File: config.mk
export PLATFORM = sky130hd
export DESIGN_NAME = dual_stage_wdt
export DESIGN_NICKNAME = d
export VERILOG_FILES = /design/src/rtl/wdt_pkg.sv /design/src/rtl/wdt_prescaler.sv /design/src/rtl/wdt_countdown.sv /design/src/rtl/wdt_regs.sv /design/src/rtl/dual_stage_wdt.sv
export SDC_FILE = /design/constraint.sdc
export NUM_CORES = 1
export LEC_CHECK = 0
export ABC_AREA = 1
export BUFFER_PORTS_ARGS = -buffer_cell sky130_fd_sc_hd__buf_2
export CAP_MARGIN = 20
export CORE_MARGIN = 4
export CORE_UTILIZATION = 54
export CTS_CLUSTER_DIAMETER = 100
export CTS_CLUSTER_SIZE = 12
export DETAILED_ROUTE_END_ITERATION = 6
export GPL_TIMING_DRIVEN = 0
export PLACE_DENSITY = 0.78
export SKIP_LAST_GASP = 1
export SLEW_MARGIN = 20
export SYNTH_ARGS = -nofsm -noshare
export SYNTH_HDL_FRONTEND = slang
export SYNTH_HIERARCHICAL = 1
export SYNTH_SLANG_ARGS = --single-unit
File: constraint.sdc
create_clock -name clk -period 2.1 [get_ports clk]
set_clock_uncertainty 0.2 [all_clocks]
set_input_delay 0.105 -clock clk [delete_from_list [all_inputs] [get_ports clk]]
set_output_delay 0.105 -clock clk [all_outputs]
set_load 0.005 [all_outputs]
File: src/rtl/wdt_pkg.sv
// Shared types and constants for the two-stage watchdog.
// Assumes a 16-bit register bus with byte offsets for the three registers.
package wdt_pkg;
    localparam int DATA_W = 16;
    localparam int ADDR_W = 3;

    localparam logic [ADDR_W-1:0] OFS_TIMEOUT = 3'h0;
    localparam logic [ADDR_W-1:0] OFS_CONFIG  = 3'h2;
    localparam logic [ADDR_W-1:0] OFS_STATUS  = 3'h4;

    // Configuration field positions; software depends on them.
    localparam int CFG_GATE_BIT = 8;
    localparam int CFG_ACT2_LO  = 6;
    localparam int CFG_ACT1_LO  = 4;

    typedef enum logic [1:0] {
        ACT_NONE = 2'b00,
        ACT_IRQ  = 2'b01,
        ACT_SMI  = 2'b10,
        ACT_RST  = 2'b11
    } wdt_act_e;

    typedef enum logic [1:0] {
        ST_IDLE = 2'b00,
        ST_ONE  = 2'b01,
        ST_TWO  = 2'b10
    } wdt_state_e;
endpackage

File: src/rtl/wdt_prescaler.sv
// Power-of-two divider on the slow tick enable.
// Emits one step per 2^N accepted ticks. Settings above PRE_MAX are treated
// as PRE_MAX. A gated tick is not accepted. sync_clr_i restarts the division.
module wdt_prescaler #(
    parameter int PRE_W   = 4,
    parameter int PRE_MAX = 13
) (
    input  logic             clk,
    input  logic             rst_n,
    input  logic             tick_i,
    input  logic             gate_i,
    input  logic             sync_clr_i,
    input  logic [PRE_W-1:0] sel_i,
    output logic             step_o
);
    logic [PRE_MAX-1:0] div_q;
    logic [PRE_W-1:0]   sel_eff;
    logic [PRE_MAX-1:0] mask;
    logic               tick_ok;

    // Clamp the reserved settings and build the low-bit mask.
    always_comb begin
        sel_eff = (sel_i > PRE_W'(PRE_MAX)) ? PRE_W'(PRE_MAX) : sel_i;
        mask    = ~({PRE_MAX{1'b1}} << sel_eff);
        tick_ok = tick_i && !gate_i;
        step_o  = tick_ok && ((div_q & mask) == mask);
    end

    // Count accepted ticks; clear on reset or restart.
    always_ff @(posedge clk) begin
        if (!rst_n || sync_clr_i) begin
            div_q <= '0;
        end else if (tick_ok) begin
            div_q <= div_q + 1'b1;
        end
    end

    AST_GATE_HOLDS: assert property (@(posedge clk) disable iff (!rst_n)
        (gate_i && !sync_clr_i) |=> $stable(div_q));
endmodule

File: src/rtl/wdt_countdown.sv
// Two-stage down-counter. A load starts stage one, or goes idle if the value
// is zero. Each expiry reloads the timeout; stage two's expiry goes idle.
// The fire outputs are combinational and are registered by the consumer.
module wdt_countdown
    import wdt_pkg::*;
#(
    parameter int CNT_W = 16
) (
    input  logic             clk,
    input  logic             rst_n,
    input  logic             load_i,
    input  logic [CNT_W-1:0] load_val_i,
    input  logic [CNT_W-1:0] reload_val_i,
    input  logic             step_i,
    output logic             fire1_o,
    output logic             fire2_o
);
    wdt_state_e       state_q;
    logic [CNT_W-1:0] cnt_q;
    logic             last;
    logic             active;

    // Decode the final step of the running stage.
    always_comb begin
        last    = (cnt_q == CNT_W'(1));
        active  = (state_q != ST_IDLE);
        fire1_o = step_i && !load_i && last && (state_q == ST_ONE);
        fire2_o = step_i && !load_i && last && (state_q == ST_TWO);
    end

    // Advance the count and the stage.
    always_ff @(posedge clk) begin
        if (!rst_n) begin
            state_q <= ST_IDLE;
            cnt_q   <= '0;
        end else if (load_i) begin
            cnt_q   <= load_val_i;
            state_q <= (load_val_i == '0) ? ST_IDLE : ST_ONE;
        end else if (step_i && active) begin
            if (last) begin
                cnt_q   <= reload_val_i;
                state_q <= (state_q == ST_ONE) ? ST_TWO : ST_IDLE;
            end else begin
                cnt_q <= cnt_q - 1'b1;
            end
        end
    end

    AST_ZERO_STOPS: assert property (@(posedge clk) disable iff (!rst_n)
        (load_i && load_val_i == '0) |=> (state_q == ST_IDLE));
    AST_COUNT_HOLDS: assert property (@(posedge clk) disable iff (!rst_n)
        (active && !step_i && !load_i) |=> $stable(cnt_q));
endmodule

File: src/rtl/wdt_regs.sv
// Register file, event routing and sticky status.
// The event sets are applied after the software clears, so an expiry in the
// same cycle as a clear wins. Reads decode bus_addr combinationally.
module wdt_regs
    import wdt_pkg::*;
#(
    parameter int CNT_W = 16
) (
    input  logic              clk,
    input  logic              rst_n,
    input  logic              sel_i,
    input  logic              wr_i,
    input  logic [ADDR_W-1:0] addr_i,
    input  logic [DATA_W-1:0] wdata_i,
    output logic [DATA_W-1:0] rdata_o,
    input  logic              fire1_i,
    input  logic              fire2_i,
    output logic [CNT_W-1:0]  timeout_o,
    output logic [DATA_W-1:0] cfg_o,
    output logic              load_o,
    output logic              irq_o,
    output logic              smi_o,
    output logic              rst_req_o
);
    logic [CNT_W-1:0]  to_q;
    logic [DATA_W-1:0] cfg_q;
    logic              ovf_q, irq_q, smi_q, rst_q, pulse_q;
    logic [3:0]        sts_rsv_q;
    logic              wr_to, wr_cfg, wr_sts;
    wdt_act_e          act;
    logic              ev_any, ev_irq, ev_smi, ev_rst;

    // Decode writes and route the expiring stage's action.
    always_comb begin
        wr_to  = sel_i && wr_i && (addr_i == OFS_TIMEOUT);
        wr_cfg = sel_i && wr_i && (addr_i == OFS_CONFIG);
        wr_sts = sel_i && wr_i && (addr_i == OFS_STATUS);
        if (fire1_i)      act = wdt_act_e'(cfg_q[CFG_ACT1_LO +: 2]);
        else if (fire2_i) act = wdt_act_e'(cfg_q[CFG_ACT2_LO +: 2]);
        else              act = ACT_NONE;
        ev_any = fire1_i || fire2_i;
        ev_irq = ev_any && (act == ACT_IRQ);
        ev_smi = ev_any && (act == ACT_SMI);
        ev_rst = ev_any && (act == ACT_RST);
    end

    // Timeout and configuration storage.
    always_ff @(posedge clk) begin
        if (!rst_n) begin
            to_q  <= '0;
            cfg_q <= '0;
        end else begin
            if (wr_to)  to_q  <= wdata_i[CNT_W-1:0];
            if (wr_cfg) cfg_q <= wdata_i;
        end
    end

    // Sticky status flags: software clears first, expiry sets last.
    always_ff @(posedge clk) begin
        if (!rst_n) begin
            ovf_q     <= 1'b0;
            irq_q     <= 1'b0;
            smi_q     <= 1'b0;
            rst_q     <= 1'b0;
            sts_rsv_q <= '0;
            pulse_q   <= 1'b0;
        end else begin
            if (wr_sts) sts_rsv_q <= wdata_i[7:4];
            if (wr_sts && wdata_i[0]) ovf_q <= 1'b0;
            if (wr_sts && !wdata_i[0]) begin
                irq_q <= 1'b0;
                smi_q <= 1'b0;
                rst_q <= 1'b0;
            end
            if (ev_any) ovf_q <= 1'b1;
            if (ev_irq) irq_q <= 1'b1;
            if (ev_smi) smi_q <= 1'b1;
            if (ev_rst) rst_q <= 1'b1;
            pulse_q <= ev_rst;
        end
    end

    // Read mux.
    always_comb begin
        case (addr_i)
            OFS_TIMEOUT: rdata_o = DATA_W'(to_q);
            OFS_CONFIG:  rdata_o = cfg_q;
            OFS_STATUS:  rdata_o = {8'h00, sts_rsv_q, rst_q, smi_q, irq_q, ovf_q};
            default:     rdata_o = '0;
        endcase
    end

    assign timeout_o = to_q;
    assign cfg_o     = cfg_q;
    assign load_o    = wr_to;
    assign irq_o     = irq_q;
    assign smi_o     = smi_q;
    assign rst_req_o = pulse_q;

    AST_OVF_STICKY: assert property (@(posedge clk) disable iff (!rst_n)
        (ovf_q && !(wr_sts && wdata_i[0])) |=> ovf_q);
    AST_IRQ_FROM_EXPIRY: assert property (@(posedge clk) disable iff (!rst_n)
        $rose(irq_q) |-> $past(fire1_i || fire2_i));
    AST_RST_FROM_EXPIRY: assert property (@(posedge clk) disable iff (!rst_n)
        rst_req_o |-> $past(fire1_i || fire2_i));
endmodule

File: src/rtl/dual_stage_wdt.sv
// Top of the two-stage watchdog. It joins the register file, the tick
// prescaler and the two-stage countdown. Assumes tick_32k_en is already
// synchronous to clk and high for one cycle per slow tick.
module dual_stage_wdt
    import wdt_pkg::*;
#(
    parameter int CNT_W   = 16,
    parameter int PRE_W   = 4,
    parameter int PRE_MAX = 13
) (
    input  logic        clk,
    input  logic        rst_n,
    input  logic        bus_sel,
    input  logic        bus_wr,
    input  logic [2:0]  bus_addr,
    input  logic [15:0] bus_wdata,
    output logic [15:0] bus_rdata,
    input  logic        tick_32k_en,
    output logic        irq_o,
    output logic        smi_o,
    output logic        rst_req_o
);
    logic [CNT_W-1:0]  timeout;
    logic [DATA_W-1:0] cfg;
    logic              load, step, fire1, fire2;

    wdt_regs #(.CNT_W(CNT_W)) u_regs (
        .clk       (clk),
        .rst_n     (rst_n),
        .sel_i     (bus_sel),
        .wr_i      (bus_wr),
        .addr_i    (bus_addr),
        .wdata_i   (bus_wdata),
        .rdata_o   (bus_rdata),
        .fire1_i   (fire1),
        .fire2_i   (fire2),
        .timeout_o (timeout),
        .cfg_o     (cfg),
        .load_o    (load),
        .irq_o     (irq_o),
        .smi_o     (smi_o),
        .rst_req_o (rst_req_o)
    );

    wdt_prescaler #(.PRE_W(PRE_W), .PRE_MAX(PRE_MAX)) u_pre (
        .clk        (clk),
        .rst_n      (rst_n),
        .tick_i     (tick_32k_en),
        .gate_i     (cfg[CFG_GATE_BIT]),
        .sync_clr_i (load),
        .sel_i      (cfg[PRE_W-1:0]),
        .step_o     (step)
    );

    wdt_countdown #(.CNT_W(CNT_W)) u_cnt (
        .clk          (clk),
        .rst_n        (rst_n),
        .load_i       (load),
        .load_val_i   (bus_wdata[CNT_W-1:0]),
        .reload_val_i (timeout),
        .step_i       (step),
        .fire1_o      (fire1),
        .fire2_o      (fire2)
    );
endmodule

==> results.yml, run 1 <==
outcome:
  outcome: "finished, violations left"
  failed_checks: "hold timing, setup timing"
logic_synthesis:
  synth_area_per_cell_sq_um: 6.62
  yosys-top-cells-area: "dfxtp_1 33%, nand2_1 11%, nor2_1 10%"
  yosysTopAreaCellShare_pct: 33.1
  synth_common_cells: "122 x nand2_1, 120 x nor2_1, 92 x inv_1"
  syn_nets: 686
  ys_seq_area_share_pct: 33.1
  synthCells: 659
  synth.ff_latch_count: 72
  synth_ff_type: "dfxtp_1"
  synth_most_common_cell: "nand2_1"
  synthesis.area_sq_um: 4360
  synth_largest_area_cell: "dfxtp_1"
  ys_warn_count: 6
  synth_edf_count: 0
  ys_async_sr_fraction_pct: 0
  synth.distinct_cells: 43
critical_path:
  crit_type: "reg2reg"
  reg2reg_from: "u_regs/cfg_o[2]"
  cp.arrival_ps: 2300
  reg2reg_depth: 14
  r2r_end: "u_cnt/cnt_q[12]"
  worstPathRequired_ps: 2180
  ff2ff_setup_slack_ps: -110
  cp-start-kind: "flop"
  crit_fanout: 6
  end_kind: "flop"
clock_network:
  cts.sinks: 72
  cts_tree: "yes"
  insertion_delay_ps: 350
  clockRootBuffer: "clkbuf_8"
  cts_max_path_buffers: 2
  cts_inserted_buffers: 9
  htree_levels: 3
  clk_pin_slew_ps: 80
floorplan:
  start_util_pct: 55.8
  die_w_um: 97.9
  die_h_um: 97.9
  die_area_sq_um: 9580
  io_pins: 43
  core.rowCount: 32
  coreArea_sq_um: 7810
layout:
  diodes: 0
  area_delta_synth_final_pct: 28.1
  stdcell_count: 856
  layout-drive-gt1-share_pct: 27.2
  nNetsFinal: 777
  finalInstanceArea_sq_um: 5580
timing:
  relSlewSlack_pct: 67.6
  rsz0062_at_grt: "yes"
  setup_viol: 13
  slew_violations: 0
  hold_viol: 1
  fin_crit_ps: 2210
  worst_pin_slew_ps: 486
  clock.fmax_mhz: 452
  post-route-period-util_pct: 105
  setup_slack_ps: -114
  hold_slack_ps: -0.748
power_and_ir_drop:
  cellLeakagePower_nw: 2.56
  ir_drop_mv: 0.377
  combinationalPowerShare_pct: 16.9
  p_clk_share_pct: 36.6
  p_int_mw: 2.13
  p_per_area_nw_per_um2: 545
  p_switching_mw: 0.909
  power_frac_seq_pct: 46.4
  p_sw_share_pct: 29.9
detailed_routing:
  top_layer_used: "met4"
  drt-initial-drc-count: 494
  dr.pass1.iters: 5
  final_antenna_net_count: 0
  via_per_inst: 5.55
  finalWirelength_mm: 13.5
  wl_per_cell_um: 15.8
  m1WireLength_mm: 5.60
  vias: 4747
  wl_met2_mm: 6.47
  drc_errors: 0
  detailroute.wirelength.met3_mm: 1.08
placed_design:
  io_buffers: 42
  dp.cells: 803
  placed_cell_area_sq_um: 4700
  hpwl_mm: 8.85
  gp_congestion: 0.886
grt:
  grt_max_degree: 15
  track_usage_pct: 26.2
  overflow: 0
  grt_pass1_wl_mm: 20.9
  antenna_found_initial: 0
  grt_pass1_vias: 4333
min_path:
  holdPathStages: 4
  min_from: "tick_32k_en"
  min_to: "u_pre/div_q[0]"
  worstHoldPathType: "in2reg"
flow_run:
  max_cap_violations: 0
[power by group through the flow]
stage | Combinational, mW | Sequential, mW | Clock [mW]
2_1_floorplan | 0.296 | 1.44 | 0
3_3_place_gp | 0.396 | 1.45 | 0
3_5_place_dp | 0.408 | 1.45 | 0
4_1_cts | 0.465 | 1.42 | 1.12
5_1_grt | 0.554 | 1.42 | 1.20
6_report | 0.515 | 1.41 | 1.11
[per-stage QoR]
| stage | utilization (%) | setup WS, ps | hold WS (ps) | total power, mW | setup TNS [ps] |
|---|---|---|---|---|---|
| after CTS | 68.1 | -110 | 4.34 | 3.01 | -315 |
| final | 71.5 | -114 | -0.748 | 3.04 | -774 |
| after detailed placement | 60.2 | -418 | 190 | 1.86 | -1620 |
| after floorplan | - | 37.1 | 27.9 | 1.74 | 0 |
| after global placement | 60.2 | -389 | 176 | 1.84 | -1390 |
| after global routing | 71.5 | -234 | 34.7 | 3.17 | -2970 |
[cells by family after synthesis]
family	Yosys count	synth area share, %
buffers and inverters	116	11.9
AND/OR/NAND/NOR	360	39.8
flip-flops	72	33.1
adder cells (fa/ha/maj)	3	0.861
XOR/XNOR	4	0.803
AO/OA/AOI/OAI	104	13.5
[timing repair]
action                                  4_1_cts  5_1_grt
pin swaps                                    18       31
hold buffers                                 23        0
resized for setup                            33       73
buffers inserted                             10        4
endpoints found under the setup margin       19       23
cloned                                        0        2
hold endpoints to repair                     54        0
[routing by layer]
| layer | track usage [%] | vias to the layer above |
|---|---|---|
| met2 | 43.6 | 236 |
| met5 | 0 | - |
| met3 | 5.00 | 37 |
| met4 | 8.52 | 0 |
| li1 | - | 2282 |
| met1 | 34.3 | 2192 |
[how the worst max path moves through the flow]
stage | start | endpoint | slack (ps) | cells after the start
3_5_place_dp | bus_sel | u_regs/rst_q | -420 | 14
4_1_cts | u_regs/cfg_o[2] | u_regs/rst_q | -110 | 14
3_3_place_gp | bus_sel | u_regs/rst_q | -390 | 14
5_1_grt | u_regs/cfg_o[2] | u_cnt/cnt_q[12] | -230 | 15
6_report | u_regs/cfg_o[2] | u_cnt/cnt_q[12] | -110 | 14
2_1_floorplan | u_cnt/cnt_q[1] | u_regs/rst_q | 40 | 15
[final cells by class]
type | count | area [sq um]
Timing Repair Buffer | 81 | 623
Buffer | 18 | 156
Clock buffer | 9 | 124
Multi-Input combinational cell | 471 | 2650
Clock inverter | 6 | 70.1
Tap cell | 102 | 128
Sequential cell | 72 | 1470
Fill cell | 597 | 2220
Inverter | 97 | 364
[cells in the final DEF (no fill, tap or decap), drive strengths merged, types with 7 or more instances in the layout]
cell	netlist	final
o21ai	58	58
clkbuf	6	16
a22o	8	8
dfxtp	72	72
inv	96	97
o22ai	8	8
a21oi	28	28
nand3	62	62
nand3b	7	7
nand2	134	134
nor2	140	140
buf	12	68
dlygate4sd3	0	23
[worst max-delay path: stages (launching register included)]
cell and delay [ps]:
dfxtp_4 380, buf_6 130, o21ai_1 120, nand2_1 80, nor2_1 150, nor2_2 70, nor2_4 150, buf_6 120
o21ai_4 70, nor2_4 160, buf_6 180, nand2_1 90, inv_1 90, nand2_1 50, a21oi_1 110
[state kept, by name, indices dropped and copies added (netlist names)]
| name | count |
|---|---|
| u_cnt/cnt_q | 16 |
| u_regs/cfg_o | 16 |
| u_regs/timeout_o | 16 |
| u_pre/div_q | 13 |
| u_regs/sts_rsv_q | 4 |
| u_cnt/state_q | 2 |
| u_regs/irq_o | 1 |
| u_regs/ovf_q | 1 |
| u_regs/rst_q | 1 |
| u_regs/rst_req_o | 1 |
| u_regs/smi_o | 1 |
Note: power is estimated with default switching activity, not from simulation.
==> inputs of run 2 (changes only) <==
--- a/config.mk
+++ b/config.mk
@@ -17,2 +17,3 @@
 export PLACE_DENSITY = 0.78
+export SKIP_CTS_REPAIR_TIMING = 1
 export SKIP_LAST_GASP = 1
==> constraint.sdc (replaced) <==
create_clock -name clk -period 2.1 [get_ports clk]
set_clock_uncertainty 0.2 [all_clocks]
set_input_delay 0.42 -clock clk [delete_from_list [all_inputs] [get_ports clk]]
set_output_delay 0.42 -clock clk [all_outputs]
set_load 0.005 [all_outputs]
==> run 2 against run 1 <==
Against the previous run: the run ends with setup timing left; fmax down 6.5%; cell area is 6.6% lower; non-clock buffer count decreased by 25; first-iteration DRC count decreased by 15%; critical path depth is 2 lower; worst setup slack lost 150 ps; combinational power is 11% lower; sequential cell count is the same; critical path type unchanged; sequential share of layout area grew 1.5 points; clock-buffer cell count increased by 1.
==> results.yml, run 2 (same netlist as run 1, synthesis figures left out) <==
outcome:
  outcome: "finished, violations left"
  failed_checks: "setup timing"
detailed_routing:
  vias: 4585
  via_per_inst: 5.51
  finalWirelength_mm: 12.4
  drt-initial-drc-count: 420
  drc_errors: 0
  m1WireLength_mm: 5.45
  wl_met2_mm: 5.80
  final_antenna_net_count: 0
  wl_per_cell_um: 14.9
  top_layer_used: "met4"
  dr.pass1.iters: 5
  detailroute.wirelength.met3_um: 901
floorplan:
  start_util_pct: 55.8
  die_h_um: 97.9
  coreArea_sq_um: 7810
  core.rowCount: 32
  io_pins: 43
  die_area_sq_um: 9580
  die_w_um: 97.9
critical_path:
  cp-start-kind: "flop"
  crit_family: "simple AND/OR/NAND/NOR gates"
  crit_fanout: 6
  worstPathRequired_ps: 2210
  cp_cell_sequence: "o21bai_1, nand3_1, nor2_1, nand3_1, nor2_4, nand3_4, nor4_4, buf_4, nor2_2, nor2_1, nand4_1, nand2_1"
  crit_type: "reg2reg"
  slowest_delay_ps: 480
  slowest_stage: "dfxtp_1"
  cp.arrival_ps: 2470
  worst-path-buf-inv: 1
  end_kind: "flop"
timing:
  post-route-period-util_pct: 113
  clock.fmax_mhz: 422
  hold_viol: 0
  fin_setup_tns_ps: -3550
  setup_slack_ps: -268
  rsz0062_at_grt: "yes"
  relSlewSlack_pct: 69.9
  fin_crit_ps: 2370
  worst_pin_slew_ps: 451
  setup_viol: 21
  slew_violations: 0
power_and_ir_drop:
  ir_drop_mv: 0.346
  p_per_area_nw_per_um2: 596
  p_total_mw: 3.11
  cellLeakagePower_nw: 2.43
placed_design:
  placed_cell_area_sq_um: 4710
  gp_congestion: 0.929
  hpwl_mm: 8.98
  io_buffers: 42
  dp.cells: 803
layout:
  diodes: 0
  nFillCells: 683
  finalInstanceArea_sq_um: 5220
  multi_input_comb_area_sq_um: 2540
  final_cell_mix: "118 x nand2_1, 114 x nor2_1, 87 x inv_1"
  area_delta_synth_final_pct: 19.6
  layout_commonest_cell: "nand2_1"
  layout-drive-gt1-share_pct: 23.4
  stdcell_count: 832
  nNetsFinal: 752
  regArea_sq_um: 1450
clock_network:
  cts_inserted_buffers: 9
  clockRootBuffer: "clkbuf_8"
  cts.sinks: 72
  clk_pin_slew_ps: 80
  htree_levels: 3
  insertion_delay_ps: 350
  cts_tree: "yes"
  cts_max_path_buffers: 2
grt:
  grt_pass1_wl_mm: 19.8
  antenna_found_initial: 0
  track_usage_pct: 24.8
  overflow: 0
  grt_pass1_vias: 4156
  grt_max_degree: 15
min_path:
  worstHoldPathType: "in2reg"
flow_run:
  max_cap_violations: 0
[run 2: cell types whose count changed in the layout (fill, tap and decap cells not counted), moves of 5 or more]
cell,previous run,this run
a21oi_2,12,6
dlygate4sd3_1,23,0
a21oi_1,15,22
nor2_2,15,8
o21ai_0,42,48
nand3_1,43,48
nor2_1,107,114
dfxtp_4,6,1
[run 2: layer usage]
metal  track usage, %  vias up
li1                 -     2238
met3             4.29       22
met5                0        -
met2             39.6      219
met4             8.84        0
met1             33.8     2106
[run 2: worst paths after layout]
check	startpoint	to	slack (ps)	cells past startpoint
worst min register to register	u_regs/smi_o	u_regs/smi_o	290	2
worst min-delay path	bus_wdata[1]	u_regs/cfg_o[1]	140	3
worst max register to register	u_pre/div_q[3]	u_regs/smi_o	-270	12
worst max-delay path	u_pre/div_q[3]	u_regs/smi_o	-270	12
[run 2: worst register-to-register path, cell delays in order (launching register included)]
cell and delay (ps):
dfxtp_1 480, o21bai_1 180, nand3_1 110, nor2_1 100, nand3_1 150, nor2_4 200, nand3_4 110, nor4_4 330
buf_4 170, nor2_2 40, nor2_1 90, nand4_1 100, nand2_1 70
[run 2: layout make-up]
type                       count  area share (%)
buffer                        19            3.24
inverter                      97            6.98
timing repair buffer          55            6.50
clock buffer                  10            2.45
sequential                    72            27.8
tap                          102            2.45
multi-input combinational    471            48.8
clock inverter                 6            1.78
[run 2: report_power, final]
group          total (mW)  switching, mW  internal (mW)
Clock                1.23          0.559          0.675
Combinational       0.457          0.285          0.172
Sequential           1.42         0.0279           1.39
Total                3.11          0.871           2.24
[run 2: per-stage QoR]
stage	setup WS, ps	utilization [%]	hold WS (ps)
2_1_floorplan	16.2	-	237
3_3_place_gp	-409	60.3	252
3_5_place_dp	-469	60.3	264
4_1_cts	-446	63.1	127
5_1_grt	-466	66.8	141
6_report	-268	66.8	140
